==> src/rtl/pirq_pkg.sv <==
// Package: shared constants and the write-strobe bundle of the private
// interrupt bank. Assumes 32-bit data words and a word-aligned register map.
package pirq_pkg;
    localparam int unsigned WORD_W     = 32;
    localparam int unsigned PRIO_W     = 8;
    localparam int unsigned PRIO_IDX_W = 3;

    // Word indices (byte offset / 4) of the mapped registers.
    localparam int unsigned WI_GROUP  = 0;
    localparam int unsigned WI_EN_SET = 1;
    localparam int unsigned WI_EN_CLR = 2;
    localparam int unsigned WI_PD_SET = 3;
    localparam int unsigned WI_PD_CLR = 4;
    localparam int unsigned WI_AC_SET = 5;
    localparam int unsigned WI_AC_CLR = 6;
    localparam int unsigned WI_CFG0   = 7;
    localparam int unsigned WI_CFG1   = 8;
    localparam int unsigned WI_GFLAG  = 9;
    localparam int unsigned WI_PRIO   = 16;

    typedef struct packed {
        logic                  grp_wr;
        logic                  en_set;
        logic                  en_clr;
        logic                  pd_set;
        logic                  pd_clr;
        logic                  ac_set;
        logic                  ac_clr;
        logic                  cfg0_wr;
        logic                  cfg1_wr;
        logic                  gflag_wr;
        logic                  prio_wr;
        logic [PRIO_IDX_W-1:0] prio_idx;
    } wr_strobe_t;
endpackage

==> src/rtl/pirq_regdec.sv <==
// Module: turns a register request into one-hot write strobes and a word
// index. Assumes byte offsets with bits 1:0 ignored. Unmapped offsets raise
// no strobe.
module pirq_regdec
    import pirq_pkg::*;
#(
    parameter int unsigned ADDR_W     = 7,
    parameter int unsigned PRIO_WORDS = 8
) (
    input  logic              req_valid,
    input  logic              req_write,
    input  logic [ADDR_W-1:0] req_addr,
    output logic [ADDR_W-3:0] word_idx,
    output logic              prio_hit,
    output wr_strobe_t        st
);
    localparam int unsigned IDX_W = ADDR_W - 2;

    logic wr;
    assign word_idx = req_addr[ADDR_W-1:2];
    assign wr       = req_valid && req_write;

    // Purpose: flag offsets that fall inside the priority window.
    always_comb begin
        prio_hit = ({1'b0, word_idx} >= (IDX_W+1)'(WI_PRIO)) &&
                   ({1'b0, word_idx} <  (IDX_W+1)'(WI_PRIO + PRIO_WORDS));
    end

    // Purpose: raise the write strobe of the addressed register.
    always_comb begin
        st          = '0;
        st.prio_idx = PRIO_IDX_W'(word_idx - IDX_W'(WI_PRIO));
        if (wr) begin
            st.grp_wr   = (word_idx == IDX_W'(WI_GROUP));
            st.en_set   = (word_idx == IDX_W'(WI_EN_SET));
            st.en_clr   = (word_idx == IDX_W'(WI_EN_CLR));
            st.pd_set   = (word_idx == IDX_W'(WI_PD_SET));
            st.pd_clr   = (word_idx == IDX_W'(WI_PD_CLR));
            st.ac_set   = (word_idx == IDX_W'(WI_AC_SET));
            st.ac_clr   = (word_idx == IDX_W'(WI_AC_CLR));
            st.cfg0_wr  = (word_idx == IDX_W'(WI_CFG0));
            st.cfg1_wr  = (word_idx == IDX_W'(WI_CFG1));
            st.gflag_wr = (word_idx == IDX_W'(WI_GFLAG));
            st.prio_wr  = prio_hit;
        end
    end
endmodule

==> src/rtl/pirq_setclr_vec.sv <==
// Module: a state vector updated by set and clear masks. When both masks
// carry the same bit, the clear wins. Assumes the caller has already
// folded any ordering between request sources into the two masks.
module pirq_setclr_vec #(
    parameter int unsigned W = 32
) (
    input  logic         clk,
    input  logic         rst_n,
    input  logic [W-1:0] set_mask,
    input  logic [W-1:0] clr_mask,
    output logic [W-1:0] q
);
    // Purpose: apply set then clear to the stored vector.
    always_ff @(posedge clk) begin
        if (!rst_n) q <= '0;
        else        q <= (q | set_mask) & ~clr_mask;
    end

    // requested set bits are present one clock later.
    assert_set_lands_R2: assert property (@(posedge clk) disable iff (!rst_n)
        (|(set_mask & ~clr_mask)) |=>
        ((q & $past(set_mask & ~clr_mask)) == $past(set_mask & ~clr_mask)));

    // requested clear bits are gone one clock later.
    assert_clr_lands_R2: assert property (@(posedge clk) disable iff (!rst_n)
        (|clr_mask) |=> ((q & $past(clr_mask)) == '0));
endmodule

==> src/rtl/pirq_prio_store.sv <==
// Module: per-source priority bytes, packed four to a word. The lowest
// source number sits in the low byte. A write replaces a whole word.
// Assumes N_IRQ is a multiple of four.
module pirq_prio_store
    import pirq_pkg::*;
#(
    parameter int unsigned N_IRQ = 32
) (
    input  logic                  clk,
    input  logic                  rst_n,
    input  logic                  wr_en,
    input  logic [PRIO_IDX_W-1:0] idx,
    input  logic [WORD_W-1:0]     wdata,
    output logic [WORD_W-1:0]     rd_word
);
    localparam int unsigned PER_WORD = WORD_W / PRIO_W;
    localparam int unsigned N_WORDS  = N_IRQ / PER_WORD;

    logic [N_WORDS-1:0][WORD_W-1:0] words;

    for (genvar w = 0; w < N_WORDS; w++) begin : g_word
        for (genvar b = 0; b < PER_WORD; b++) begin : g_byte
            // Purpose: hold the priority of source w*PER_WORD+b.
            always_ff @(posedge clk) begin
                if (!rst_n)
                    words[w][b*PRIO_W +: PRIO_W] <= '0;
                else if (wr_en && idx == PRIO_IDX_W'(w))
                    words[w][b*PRIO_W +: PRIO_W] <= wdata[b*PRIO_W +: PRIO_W];
            end
        end
    end

    assign rd_word = words[idx];

    // a written word reads back unchanged on the next clock.
    assert_prio_readback_R9: assert property (@(posedge clk) disable iff (!rst_n)
        wr_en |=> (words[$past(idx)] == $past(wdata)));
endmodule

==> src/rtl/pirq_fwd.sv <==
// Module: forwarding logic. It masks pending by enabled and not active,
// splits the result by group and gates each half with its group flag.
// Outputs are registered, so they follow the state with one clock of lag.
module pirq_fwd #(
    parameter int unsigned N_IRQ = 32
) (
    input  logic             clk,
    input  logic             rst_n,
    input  logic [N_IRQ-1:0] pend,
    input  logic [N_IRQ-1:0] en,
    input  logic [N_IRQ-1:0] act,
    input  logic [N_IRQ-1:0] grp,
    input  logic             g0_on,
    input  logic             g1_on,
    output logic             irq_q,
    output logic             fiq_q
);
    logic [N_IRQ-1:0] fwd;

    // Purpose: sources eligible to raise a request.
    always_comb fwd = pend & en & ~act;

    // Purpose: register both request lines.
    always_ff @(posedge clk) begin
        if (!rst_n) begin
            irq_q <= 1'b0;
            fiq_q <= 1'b0;
        end else begin
            irq_q <= (|(fwd & grp))  && g1_on;
            fiq_q <= (|(fwd & ~grp)) && g0_on;
        end
    end

    // nothing forwarded -> both lines low next clock.
    assert_quiet_when_empty_R7: assert property (@(posedge clk) disable iff (!rst_n)
        (fwd == '0) |=> (!irq_q && !fiq_q));
    // normal request only with the group-1 flag on a clock earlier.
    assert_irq_needs_flag_R5: assert property (@(posedge clk) disable iff (!rst_n)
        irq_q |-> $past(g1_on));
    // fast request only with the group-0 flag on a clock earlier.
    assert_fiq_needs_flag_R6: assert property (@(posedge clk) disable iff (!rst_n)
        fiq_q |-> $past(g0_on));
    // a fully active bank never requests.
    assert_active_masks_R7: assert property (@(posedge clk) disable iff (!rst_n)
        (act == '1) |=> (!irq_q && !fiq_q));
endmodule

==> src/rtl/pirq_bank.sv <==
// Module: top of the per-processor private interrupt bank. It holds the
// group, configuration and flag registers, and wires the decoder, the three
// set/clear vectors, the priority store and the forwarding logic together.
// Assumes single-cycle register requests with combinational read data.
module pirq_bank
    import pirq_pkg::*;
#(
    parameter int unsigned N_IRQ  = 32,
    parameter int unsigned ADDR_W = 7
) (
    input  logic              clk,
    input  logic              rst_n,
    input  logic              req_valid,
    input  logic              req_write,
    input  logic [ADDR_W-1:0] req_addr,
    input  logic [31:0]       req_wdata,
    output logic [31:0]       rd_data,
    input  logic [31:0]       line_set,
    input  logic [31:0]       line_clr,
    output logic              irq_out,
    output logic              fiq_out
);
    localparam int unsigned IDX_W      = ADDR_W - 2;
    localparam int unsigned PRIO_WORDS = N_IRQ * PRIO_W / WORD_W;

    wr_strobe_t       st;
    logic [IDX_W-1:0] word_idx;
    logic             prio_hit;
    logic [N_IRQ-1:0] en_q, pd_q, ac_q, grp_q;
    logic [31:0]      cfg0_q, cfg1_q, prio_word;
    logic [1:0]       gflag_q;
    logic [N_IRQ-1:0] pd_set_m, pd_clr_m;

    pirq_regdec #(.ADDR_W(ADDR_W), .PRIO_WORDS(PRIO_WORDS)) u_dec (
        .req_valid(req_valid), .req_write(req_write), .req_addr(req_addr),
        .word_idx(word_idx), .prio_hit(prio_hit), .st(st)
    );

    pirq_setclr_vec #(.W(N_IRQ)) u_en (
        .clk(clk), .rst_n(rst_n),
        .set_mask(st.en_set ? req_wdata : '0),
        .clr_mask(st.en_clr ? req_wdata : '0),
        .q(en_q)
    );

    pirq_setclr_vec #(.W(N_IRQ)) u_ac (
        .clk(clk), .rst_n(rst_n),
        .set_mask(st.ac_set ? req_wdata : '0),
        .clr_mask(st.ac_clr ? req_wdata : '0),
        .q(ac_q)
    );

    // Purpose: fold register ops and line inputs so that lines act last
    // and a line clear beats a line set.
    always_comb begin
        pd_set_m = (st.pd_set ? req_wdata : '0) | line_set;
        pd_clr_m = ((st.pd_clr ? req_wdata : '0) & ~line_set) | line_clr;
    end

    pirq_setclr_vec #(.W(N_IRQ)) u_pd (
        .clk(clk), .rst_n(rst_n),
        .set_mask(pd_set_m), .clr_mask(pd_clr_m), .q(pd_q)
    );

    pirq_prio_store #(.N_IRQ(N_IRQ)) u_prio (
        .clk(clk), .rst_n(rst_n), .wr_en(st.prio_wr), .idx(st.prio_idx),
        .wdata(req_wdata), .rd_word(prio_word)
    );

    // Purpose: plain registers written whole (group, configs, flags).
    always_ff @(posedge clk) begin
        if (!rst_n) begin
            grp_q   <= '0;
            cfg0_q  <= '0;
            cfg1_q  <= '0;
            gflag_q <= '0;
        end else begin
            if (st.grp_wr)   grp_q   <= req_wdata;
            if (st.cfg0_wr)  cfg0_q  <= req_wdata;
            if (st.cfg1_wr)  cfg1_q  <= req_wdata;
            if (st.gflag_wr) gflag_q <= req_wdata[1:0];
        end
    end

    pirq_fwd #(.N_IRQ(N_IRQ)) u_fwd (
        .clk(clk), .rst_n(rst_n), .pend(pd_q), .en(en_q), .act(ac_q),
        .grp(grp_q), .g0_on(gflag_q[0]), .g1_on(gflag_q[1]),
        .irq_q(irq_out), .fiq_q(fiq_out)
    );

    // Purpose: read multiplexer; unmapped offsets and idle cycles read zero.
    always_comb begin
        rd_data = '0;
        if (req_valid && !req_write) begin
            if (prio_hit) rd_data = prio_word;
            else begin
                case (word_idx)
                    IDX_W'(WI_GROUP):                   rd_data = grp_q;
                    IDX_W'(WI_EN_SET), IDX_W'(WI_EN_CLR): rd_data = en_q;
                    IDX_W'(WI_PD_SET), IDX_W'(WI_PD_CLR): rd_data = pd_q;
                    IDX_W'(WI_AC_SET), IDX_W'(WI_AC_CLR): rd_data = ac_q;
                    IDX_W'(WI_CFG0):                    rd_data = cfg0_q;
                    IDX_W'(WI_CFG1):                    rd_data = cfg1_q;
                    IDX_W'(WI_GFLAG):                   rd_data = {30'd0, gflag_q};
                    default:                            rd_data = '0;
                endcase
            end
        end
    end

    // a group write replaces the vector rather than merging.
    assert_group_replace_R4: assert property (@(posedge clk) disable iff (!rst_n)
        st.grp_wr |=> (grp_q == $past(req_wdata)));
    // a line clear leaves the pending bit low next clock.
    assert_line_clear_wins_R10: assert property (@(posedge clk) disable iff (!rst_n)
        (|line_clr) |=> ((pd_q & $past(line_clr)) == '0));
    // configuration word 0 takes the written value.
    assert_cfg0_write_R11: assert property (@(posedge clk) disable iff (!rst_n)
        st.cfg0_wr |=> (cfg0_q == $past(req_wdata)));
endmodule

==> config.mk <==
export PLATFORM = sky130hd
export DESIGN_NAME = pirq_bank
export DESIGN_NICKNAME = d
export VERILOG_FILES = /design/src/rtl/pirq_pkg.sv /design/src/rtl/pirq_regdec.sv /design/src/rtl/pirq_setclr_vec.sv /design/src/rtl/pirq_prio_store.sv /design/src/rtl/pirq_fwd.sv /design/src/rtl/pirq_bank.sv
export SDC_FILE = /design/constraint.sdc
export NUM_CORES = 1
export LEC_CHECK = 0
export ABC_AREA = 1
export CELL_PAD_IN_SITES_DETAIL_PLACEMENT = 0
export CELL_PAD_IN_SITES_GLOBAL_PLACEMENT = 1
export CORE_ASPECT_RATIO = 1.25
export CORE_UTILIZATION = 43
export CTS_CLUSTER_DIAMETER = 40
export DETAILED_ROUTE_END_ITERATION = 8
export GPL_TIMING_DRIVEN = 0
export PLACE_DENSITY_LB_ADDON = 0.1
export SYNTH_ARGS = -nofsm -noshare
export SYNTH_HDL_FRONTEND = slang
export SYNTH_SLANG_ARGS = --single-unit
==> constraint.sdc <==
create_clock -name clk -period 3 [get_ports clk]
set_input_delay 0.75 -clock clk [delete_from_list [all_inputs] [get_ports clk]]
set_output_delay 0.75 -clock clk [all_outputs]
set_load 0.005 [all_outputs]
Word level (Yosys, flattened, before mapping)
Index checks and enable logic that the tools add are counted.
{"block": "totals", "reg_bits": 452, "word_cells": 113}
{"block": "classes", "addsub": 1, "n_lt_le_gt_ge": 3, "eq_ne": 16, "n_mux": 12, "n_bitwise": 19, "reduce_logical": 21}
{"op": "$mux 32", "count": 9}
{"op": "$and 32x32->32", "count": 8}
{"op": "$pmux 32 s7", "count": 1}
{"op": "$not 32->32", "count": 6}
{"op": "$or 32x32->32", "count": 5}
{"op": "$bmux 32 s3", "count": 1}
{"op": "$reduce_or 32->1", "count": 2}
{"op": "$eq 5x3->1 const B", "count": 4}
{"op": "$logic_and 1x1->1", "count": 13}
{"op": "$eq 3x3->1 const B", "count": 4}
{"op": "$mux 11", "count": 1}
{"op": "$eq 5x2->1 const B", "count": 2}
{"op": "$eq 5x4->1 const B", "count": 2}
{"op": "$eq 3x2->1 const B", "count": 2}
{"op": "$reduce_or 2->1", "count": 3}
{"op": "$eq 5x1->1 const B", "count": 1}
{"op": "$ge 5x5->1 const B", "count": 1}
{"op": "$logic_not 5->1", "count": 1}
{"op": "$lt 5x5->1 const B", "count": 1}
{"op": "$lt 3x4->1 const B", "count": 1}
{"op": "$eq 3x1->1 const B", "count": 1}
{"op": "$logic_not 3->1", "count": 1}
{"op": "$sub 3x1->3 const B", "count": 1}
{"op": "$logic_not 1->1", "count": 1}

Logic depth before layout (Yosys ltp)
Gate-level depths: netlist of the first run.
{"block": "logic_depth", "depth_word": 8, "depth_mapped": 12, "ltp_nobuf": 11}

Modules after synthesis
Synthesis of the first run repeated with hierarchy kept, for this count alone.
{"block": "unflattened", "hier_cells": 3933, "area_unflattened_um2": 23528.8}
{"module": "pirq_prio_store", "instances": 1, "cells_each": 1849, "area_per_inst_um2": 11549.8, "seq_area_each_um2": 5124.9}
{"module": "pirq_bank", "instances": 1, "cells_each": 1357, "area_per_inst_um2": 7340.8, "seq_area_each_um2": 1961.9}
{"module": "pirq_setclr_vec", "instances": 3, "cells_each": 163, "area_per_inst_um2": 1162.4, "seq_area_each_um2": 640.6}
{"module": "pirq_fwd", "instances": 1, "cells_each": 193, "area_per_inst_um2": 939.7, "seq_area_each_um2": 40.0}
{"module": "pirq_regdec", "instances": 1, "cells_each": 45, "area_per_inst_um2": 211.5, "seq_area_each_um2": 0.0}

Worst setup path after synthesis of the first run
No wires, ideal clock.
{"block": "synth_timing", "kind": "input to output", "start": "in req_addr[3]", "end": "out rd_data[17]", "arrival_time_ns": 2.010, "required_ns": 2.250, "path_slack_ns": 0.240, "path_stages": 11, "cell_sequence": "buf_2 > inv_2 > nand2_1 > nor2_2 > nand2_2 > nand2_2 > buf_4 > nand2_1 > nand3_1 > nor2_1 > a21oi_1"}
{"block": "synth_via", "elab_chain_cells": 5}
{"item": "start: declaration", "line_no": "pirq_bank.sv:15", "source": "input logic [ADDR_W-1:0] req_addr,"}
{"item": "$sub 3x1->3 (tied with other cells)", "line_no": "pirq_regdec.sv:32", "source": "st.prio_idx = PRIO_IDX_W'(word_idx - IDX_W'(WI_PRIO));"}
{"item": "$bmux 32 s3 or $reduce_or 2->1 (tied branches)", "line_no": "pirq_prio_store.sv:33, pirq_bank.sv:97"}
{"item": "$mux 32 (implied by the code) or $pmux 32 s7 (tied branches)", "line_no": "pirq_prio_store.sv:33, pirq_bank.sv:97"}
{"item": "$mux 32 (*)", "line_no": "pirq_bank.sv:95", "source": "if (prio_hit) rd_data = prio_word;"}
{"item": "$mux 32 (*)", "line_no": "pirq_bank.sv:94", "source": "if (req_valid && !req_write) begin"}
{"item": "end: declaration", "line_no": "pirq_bank.sv:17", "source": "output logic [31:0] rd_data,"}
Every way passes the cells marked *; elsewhere a longest branch is shown, timed or not. The select of a mux whose other input is x is not followed.

Worst setup path in the final report of the first run
{"block": "layout_timing", "start": "in req_addr[2]", "end": "out rd_data[17]"}
The elaborated chain is that of the path after synthesis.

==> metrics.md, run 1 <==
| Metric | Value |
|---|---|
| Status | `finished, violations left` |
| Failing checks | `setup timing` |
| Leakage Power | `~11 nW` |
| Initial antenna violation count | `0` |
| WP data arrival | `2.38 ns` |
| Post-synth cell types | `25` |
| Chip width | `between 150 and 200 µm` |
| Synthesis-to-finish area growth | `33.40%` |
| Fin. max-slew vios | `0` |
| Syn_nets | `between 3,000 and 4,000` |
| Final hold violation count | `0` |
| Synth top area share | `about 44%` |
| Worst R2R Setup Slack | `1.44 ns` |
| PortBufs | `about 140` |
| Clock sink total | `around 450` |
| Remaining DRCs | `0` |
| Post-Syn Area | `0.02037 mm²` |
| Setup violators final | `28` |
| Max-slew headroom | `33.42%` |
| GR Layer Usage met2 | `between 50% and 60%` |
| WS Path Type | `input pin to primary output` |
| Number of global-route vias before repair | `~21,000` |
| Commonest cells post-synth | `nor2_1, dfxtp_1, a21oi_1` |
| Unrepaired setup endpoints after global routing | `yes` |
| NetSw | `4.009 mW` |
| Placer Congestion | `0.9465` |
| Hpwl dp | `about 64,000 µm` |
| Worst-skew pair later-pin latency | `0.61 ns` |
| N_diodes | `0` |
| Synth Flop Type | `dfxtp_1` |
| Clock share of power | `51.7%` |
| Power per cell area | `between 500 and 600 mW/mm²` |
| Fmax | `roughly 320 MHz` |
| Startpoint Class | `input pin` |
| TritonCTS clock tree | `yes` |
| Count leader, synth | `nor2_1` |
| Clock Skews | `0.03033 ns` |
| Hold_sp | `cfg0_q[6]` |
| Flops & latches, synth | `around 450` |
| Hold buffer count at CTS | `0` |
| Layout cells sized above 1 | `approximately 16%` |
| Placed Cells incl. Taps | `~3,700` |
| EDFF count, synth | `0` |
| Synth Instances | `slightly below 3,000` |
| Row cnt | `88` |
| Met3 usage | `between 5 and 6%` |
| Pint | `~12 mW` |
| Remaining Overflow, GRT | `0` |
| Sw Ratio | `about a quarter` |
| Vias | `22,630` |
| Overall Global Routing Usage | `36.73%` |
| Final period util | `104.2%` |
| Final instance area | `~0.027 mm²` |
| Die outline height | `245.3 µm` |
| CTS H-tree depth | `3` |
| Setup ws final | `-0.1270 ns` |
| Core box area | `roughly 0.046 mm²` |
| WP data required | `2.25 ns` |
| Yosys warns | `0` |
| Crit path max fanout | `5` |
| Largest net degree at the start of global routing | `14` |
| Max-cap violations | `0` |
| Crit. Startpoint | `req_addr[2]` |
| Mean Syn Cell Area | `approximately 6.9 µm²` |
| I/O pins | `~140` |
| Peak supply drop | `about 0.43 mV` |
| Worst hold slack | `about 0.45 ns` |
| Vias per cell | `between 5 and 6` |
| Final antenna-violating net count | `0` |
| First-pass GRT wire length | `131,400 µm` |
| Cts bufs inserted | `66` |
| Most used routing layer | `met2` |
| Min Tclk post-route | `approximately 3.1 ns` |
| Wirelength, routed | `between 90,000 and 100,000 µm` |
| Initial Util | `a little over two fifths` |
| Sequential share of power | `39.3%` |
| Async SR Flop Fraction | `0%` |
| Root buffer cell | `clkbuf_16` |
| Placed cell areas | `roughly 0.023 mm²` |
| Wire per inst | `~23 µm` |
| Worst Max-Slew Pin Slew | `0.9987 ns` |
| Reg-to-Reg End | `u_fwd.fiq_q` |
| Buffers from clock root to sink, at most | `3` |
| R2R cell count | `7` |
| Reg2reg start | `grp_q[31]` |
| CP Capture Type | `primary output` |
| Min-Delay Endpoint | `cfg0_q[6]` |
| Drt pass-1 iters | `6` |
| Met1 usage | `46.24%` |
| Hold crit path type | `flop to flop` |
| Fin nets | `approximately 3,300` |
| WHS Path Cells | `2` |
| Leading area contributor after synthesis | `dfxtp_1` |
| Combinational cell fraction of total power | `about 9.0%` |
| Starting DRT DRC Count | `2,359` |
| Die ar. | `between 0.04 and 0.05 mm²` |
| Clock transition at path regs | `approximately 0.06 ns` |
| Final Instance Count excl. Fillers | `~4,000` |
| Synth top area cells | `dfxtp_1, nor2_1, a21oi_1, o21ai_0, nand2_1` |
| Sequential area share after synthesis | `44.42%` |
## per-stage QoR
stage | worst slack, ns | setup TNS, ns | util, % | power [mW]
4_1_cts | -0.1323 | -1.838 | 57.52 | 15.50
3_3_place_gp | -2.035 | -175.40 | 48.45 | 7.360
3_5_place_dp | -2.037 | -187.73 | 48.45 | 7.370
6_report | -0.1270 | -2.000 | 58.49 | 15.56
5_1_grt | -0.1562 | -2.913 | 58.49 | 15.89
2_1_floorplan | 0.2403 | 0 | - | 6.765
## flip-flops by register name, summed over array words and instances, names as in the netlist
name and flops:
cfg1_q 32, cfg0_q 32, u_pd.q 32, gflag_q 2, u_ac.q 32, u_en.q 32, u_prio.words 256, u_fwd.fiq_q 1
u_fwd.irq_q 1, grp_q 32
## cell type report
class	instances	area (µm²)
sequential	452	9049
fill	4419	19290
timing repair buffer	204	2024
multi-input combinational	2052	10750
clock buffer	91	1952
tap	630	788.3
clock inverter	29	315.3
buffer	224	1415
inverter	225	879.6
## what timing repair did
action	in CTS	in global routing
setup endpoints to repair	42	32
gates cloned	6	1
buffers inserted	53	11
resized for setup	530	111
pin swaps	76	65
## how the worst max path moves through the flow
stage                              to  cells past startpoint
after CTS                 rd_data[31]                     14
after global placement    rd_data[31]                     12
after global routing      rd_data[21]                     12
after floorplan           rd_data[17]                     11
final                     rd_data[17]                     12
after detailed placement  rd_data[31]                     12
## cell families after synthesis
logic type | Yosys count | share of synthesized area, %
buffers and inverters | 451 | 8.636
DFF | 452 | 44.42
and+or+nand+nor | 1200 | 24.63
AOI/OAI and AO/OA | 852 | 22.31
## critical path, stage by stage
cell	delay [ns]
buf_12	0.11
clkinvlp_4	0.20
nor2_4	0.20
nand3_2	0.10
nand2_4	0.17
buf_6	0.16
buf_16	0.14
nand2_4	0.05
nand3_4	0.08
nor2_4	0.05
a21oi_4	0.18
buf_2	0.15
## routing by layer
layer  up-vias  wire, µm
met3       284      7870
met5         -         0
met1     10710     36080
li1      10410         -
met2      1230     41150
met4         0      5729
## cell usage in the layout, fill, tap and decap left out, types with 33 or more instances in the layout
cell	n
a211oi_1	64
a21oi_1	344
buf_2	74
buf_4	39
clkbuf_1	140
clkbuf_16	81
clkdlybuf4s50_1	99
dfxtp_1	452
inv_1	203
nand2_1	310
nand2_4	34
nand3_1	151
nand3_2	39
nand4_1	55
nor2_1	477
o21ai_0	316
o21ai_1	33
o22ai_1	33
## power by group through the flow
stage / Clock [mW] / Combinational (mW) / Sequential, mW
4_1_cts: 8.07 / 1.32 / 6.11
3_5_place_dp: 0 / 1.14 / 6.23
2_1_floorplan: 0 / 0.544 / 6.22
6_report: 8.05 / 1.40 / 6.11
5_1_grt: 8.32 / 1.46 / 6.11
3_3_place_gp: 0 / 1.13 / 6.23
(Power assumes the default switching activity.)
==> run 2, diff against run 1 <==
ABC_AREA = 0   (was 1)
CORE_UTILIZATION = 48   (was 43)
clock period = 3.6 ns   (was 3 ns; I/O delays follow)
==> run 2 against run 1 <==
  * The run now ends clean
  * Area after synthesis decreased by 0.51%
  * Clock skew decreased by 0.020 ns
  * Combinational power decreased by 40%
  * Sequential share of layout area up 2.9 points
  * Largest cell class unchanged
  * Largest power group unchanged
  * Highest routed layer unchanged
==> metrics.md, run 2 <==
| Metric | Value |
|---|---|
| Status | `finished, final reports clean` |
| First-pass GRT wire length | `between 100,000 and 150,000 µm` |
| Max reg flops | `between 200 and 300` |
| Final instance area | `~0.025 mm²` |
| Fin nets | `around 2,700` |
| Drt pass-1 iters | `6` |
| Startpoint Class | `input pin` |
| Final hold violation count | `0` |
| Vias | `between 15,000 and 20,000` |
| Worst hold slack | `0.4516 ns` |
| Peak supply drop | `0.3933 mV` |
| PortBufs | `roughly 110` |
| Hold crit path type | `flop to flop` |
| Async SR Flop Fraction | `0%` |
| Synthesis-to-finish area growth | `23.45%` |
| Commonest non-fill, non-tap cell in the layout | `nand2_1` |
| Reg-to-Reg End | `u_fwd.fiq_q` |
| Met3 usage | `~5.6%` |
| CTS H-tree depth | `2` |
| Worst-skew pair later-pin latency | `0.62 ns` |
| Wirelength, routed | `between 70,000 and 80,000 µm` |
| CP peak stage delay | `around 0.37 ns` |
| Placed cell areas | `0.02201 mm²` |
| Wire per inst | `approximately 25 µm` |
| Overall Global Routing Usage | `a little under two fifths` |
| Combinational cell fraction of total power | `just under 7%` |
| Sw Ratio | `24.32%` |
| Initial Util | `between 40% and 50%` |
| Vias per cell | `just over 6` |
| Starting DRT DRC Count | `roughly 1,600` |
| Row cnt | `83` |
| Slowest-stage cell, CP | `or3_1` |
| Clock Skews | `~0.0099 ns` |
| Final antenna-violating net count | `0` |
| Leading cell types in the layout, fill and taps excluded | `nand2_1, dfxtp_1, a21oi_1` |
| WP data required | `between 2 and 3 ns` |
| Commonest cells post-synth | `nand2_1, dfxtp_1, a21oi_1` |
| Sequential share of power | `around 41%` |
| EDFF count, synth | `0` |
| Most frequent CP cell | `buf_4` |
| I/O pins | `141` |
| Power per cell area | `between 400 and 500 mW/mm²` |
| Remaining Overflow, GRT | `0` |
| Crit. Startpoint | `req_addr[6]` |
| GR Layer Usage met2 | `60.48%` |
| Fmax | `around 280 MHz` |
| Leading area contributor after synthesis | `dfxtp_1` |
| Max-slew headroom | `28.82%` |
| Crit path max fanout | `8` |
| Remaining DRCs | `0` |
| Syn_nets | `2,495` |
| Sequential area share after synthesis | `44.65%` |
| Placer Congestion | `a little over 1` |
| Worst Max-Slew Pin Slew | `~1.1 ns` |
| Most used routing layer | `met2` |
| Max-cap violations | `0` |
| N_diodes | `0` |
| R2R cell count | `4` |
| Final period util | `between 90% and 100%` |
| Buffers from clock root to sink, at most | `3` |
| Die outline height | `~230 µm` |
| Mean Syn Cell Area | `about 8.5 µm²` |
| Core box area | `a little over 0.04 mm²` |
| Hpwl dp | `approximately 59,000 µm` |
| Crit path cell chain | `clkbuf_4, or3_1, buf_4, nor2_4, buf_12, buf_4, a222oi_1, a21oi_1, clkdlybuf4s15_1` |
| Met1 usage | `46.43%` |
| Root buffer cell | `clkbuf_16` |
| Layout cells sized above 1 | `17.30%` |
| Chip width | `roughly 190 µm` |
| Synth top area share | `44.65%` |
| Post-Syn Area | `between 0.02 and 0.025 mm²` |
| NetSw | `2.993 mW` |
| Count leader, synth | `nand2_1` |
| Unrepaired setup endpoints after global routing | `no` |
| Die ar. | `around 0.043 mm²` |
| Largest net degree at the start of global routing | `16` |
| Synth Instances | `2,388` |
| Min Tclk post-route | `around 3.6 ns` |
| Largest Register | `u_prio.words` |
| Clock share of power | `approximately half` |
| Setup violators final | `0` |
| Synth top area cells | `dfxtp_1, nand2_1, a21oi_1, mux4_2, a211oi_1` |
| Leakage Power | `approximately 7.9 nW` |
| Flops & latches, synth | `452` |
| Fillers | `around 3,800` |
| Number of global-route vias before repair | `~19,000` |
| Fin. max-slew vios | `0` |
| Reg2reg start | `u_en.q[16]` |
| Worst setup path endpoint | `rd_data[21]` |
| TritonCTS clock tree | `yes` |
| Pint | `around 9.3 mW` |
| Cts bufs inserted | `between 50 and 60` |
| Post-synth cell types | `43` |
| Clock sink total | `around 450` |
| WS Path Type | `input pin to primary output` |
| Initial antenna violation count | `0` |
| Synth Flop Type | `dfxtp_1` |
| Clock transition at path regs | `0.06 ns` |
| WP data arrival | `~2.7 ns` |
| CP Capture Type | `primary output` |
| Worst R2R Setup Slack | `between 1.5 and 2 ns` |
| Yosys warns | `0` |
[run 2: cell count changes in the layout (fill, tap and decap cells not counted), sizes merged, moves of 50 or more]
cell	delta
nor2	-510
o21ai	-349
nand2	+341
nand3	-207
inv	-201
a21oi	+75
mux4	+64
nor4	+51
nand4	-50
[run 2: metal layers]
layer | up-vias | routed length, µm
li1 | 8892 | -
met1 | 9389 | 32170
met2 | 875 | 37420
met3 | 215 | 5259
met4 | 0 | 4642
met5 | - | 0
[run 2: power groups by stage]
| stage | Combinational, mW | Sequential (mW) | Clock (mW) |
|---|---|---|---|
| 2_1_floorplan | 0.393 | 5.17 | 0 |
| 3_3_place_gp | 0.733 | 5.18 | 0 |
| 3_5_place_dp | 0.741 | 5.18 | 0 |
| 4_1_cts | 0.817 | 5.07 | 6.41 |
| 5_1_grt | 0.877 | 5.08 | 6.63 |
| 6_report | 0.844 | 5.08 | 6.38 |
[run 2: repair_timing]
action	in CTS	in global routing
pin swaps	33	21
hold buffers	0	0
endpoints found under the setup margin	32	31
gates resized for setup	271	47
gates cloned	1	1
setup buffers	10	5
[run 2: cell families after synthesis]
| family | Yosys count | share of synthesized area [%] |
|---|---|---|
| buffers and inverters | 275 | 5.754 |
| muxes | 100 | 9.069 |
| xor gates and xnor gates | 1 | 0.04322 |
| DFF | 452 | 44.65 |
| and+or+nand+nor | 902 | 20.93 |
| AOI/OAI and AO/OA | 658 | 19.56 |
[run 2: layout make-up]
class	instances	area, µm²	area share (%)
multi-input cells	1661	10510	41.99
flip-flops and latches	452	9049	36.17
clock buffers	76	1612	6.441
plain buffers	257	1493	5.966
repair buffers	122	1099	4.391
well taps	552	690.7	2.760
clock inverters	35	516.7	2.065
inverters	15	56.30	0.2250
[run 2: worst max-delay path, delay by kind of cell]
kind / cells / cell delay, ns
AOI/OAI and AO/OA: 2 / 0.29
buffers and inverters: 5 / 0.93
and+or+nand+nor: 2 / 0.54
[run 2: worst min-delay path by stage]
stage / slack [ns] / depth (start not counted) / from / to
detailed placement: 0.45 / 2 / u_prio.words[40] / u_prio.words[40]
finish: 0.45 / 2 / u_prio.words[12] / u_prio.words[12]
global route: 0.47 / 2 / u_prio.words[40] / u_prio.words[40]
global placement: 0.44 / 2 / u_prio.words[213] / u_prio.words[213]
CTS: 0.45 / 2 / u_prio.words[40] / u_prio.words[40]
floorplan: 0.42 / 2 / gflag_q[1] / u_fwd.irq_q
[run 2: metrics by stage]
| step | utilization (%) | setup TNS (ns) | power, mW | setup WS [ns] | instances |
|---|---|---|---|---|---|
| after floorplan | - | 0 | 5.561 | 0.3969 | 2388 |
| after global placement | 53.25 | -57.13 | 5.915 | -1.650 | 3045 |
| after detailed placement | 53.25 | -61.28 | 5.925 | -1.658 | 3045 |
| after CTS | 60.31 | -0.02502 | 12.31 | -0.01806 | 3164 |
| after global routing | 60.53 | 0 | 12.58 | 0.006748 | 3170 |
| final | 60.53 | 0 | 12.30 | 0.02424 | 3170 |
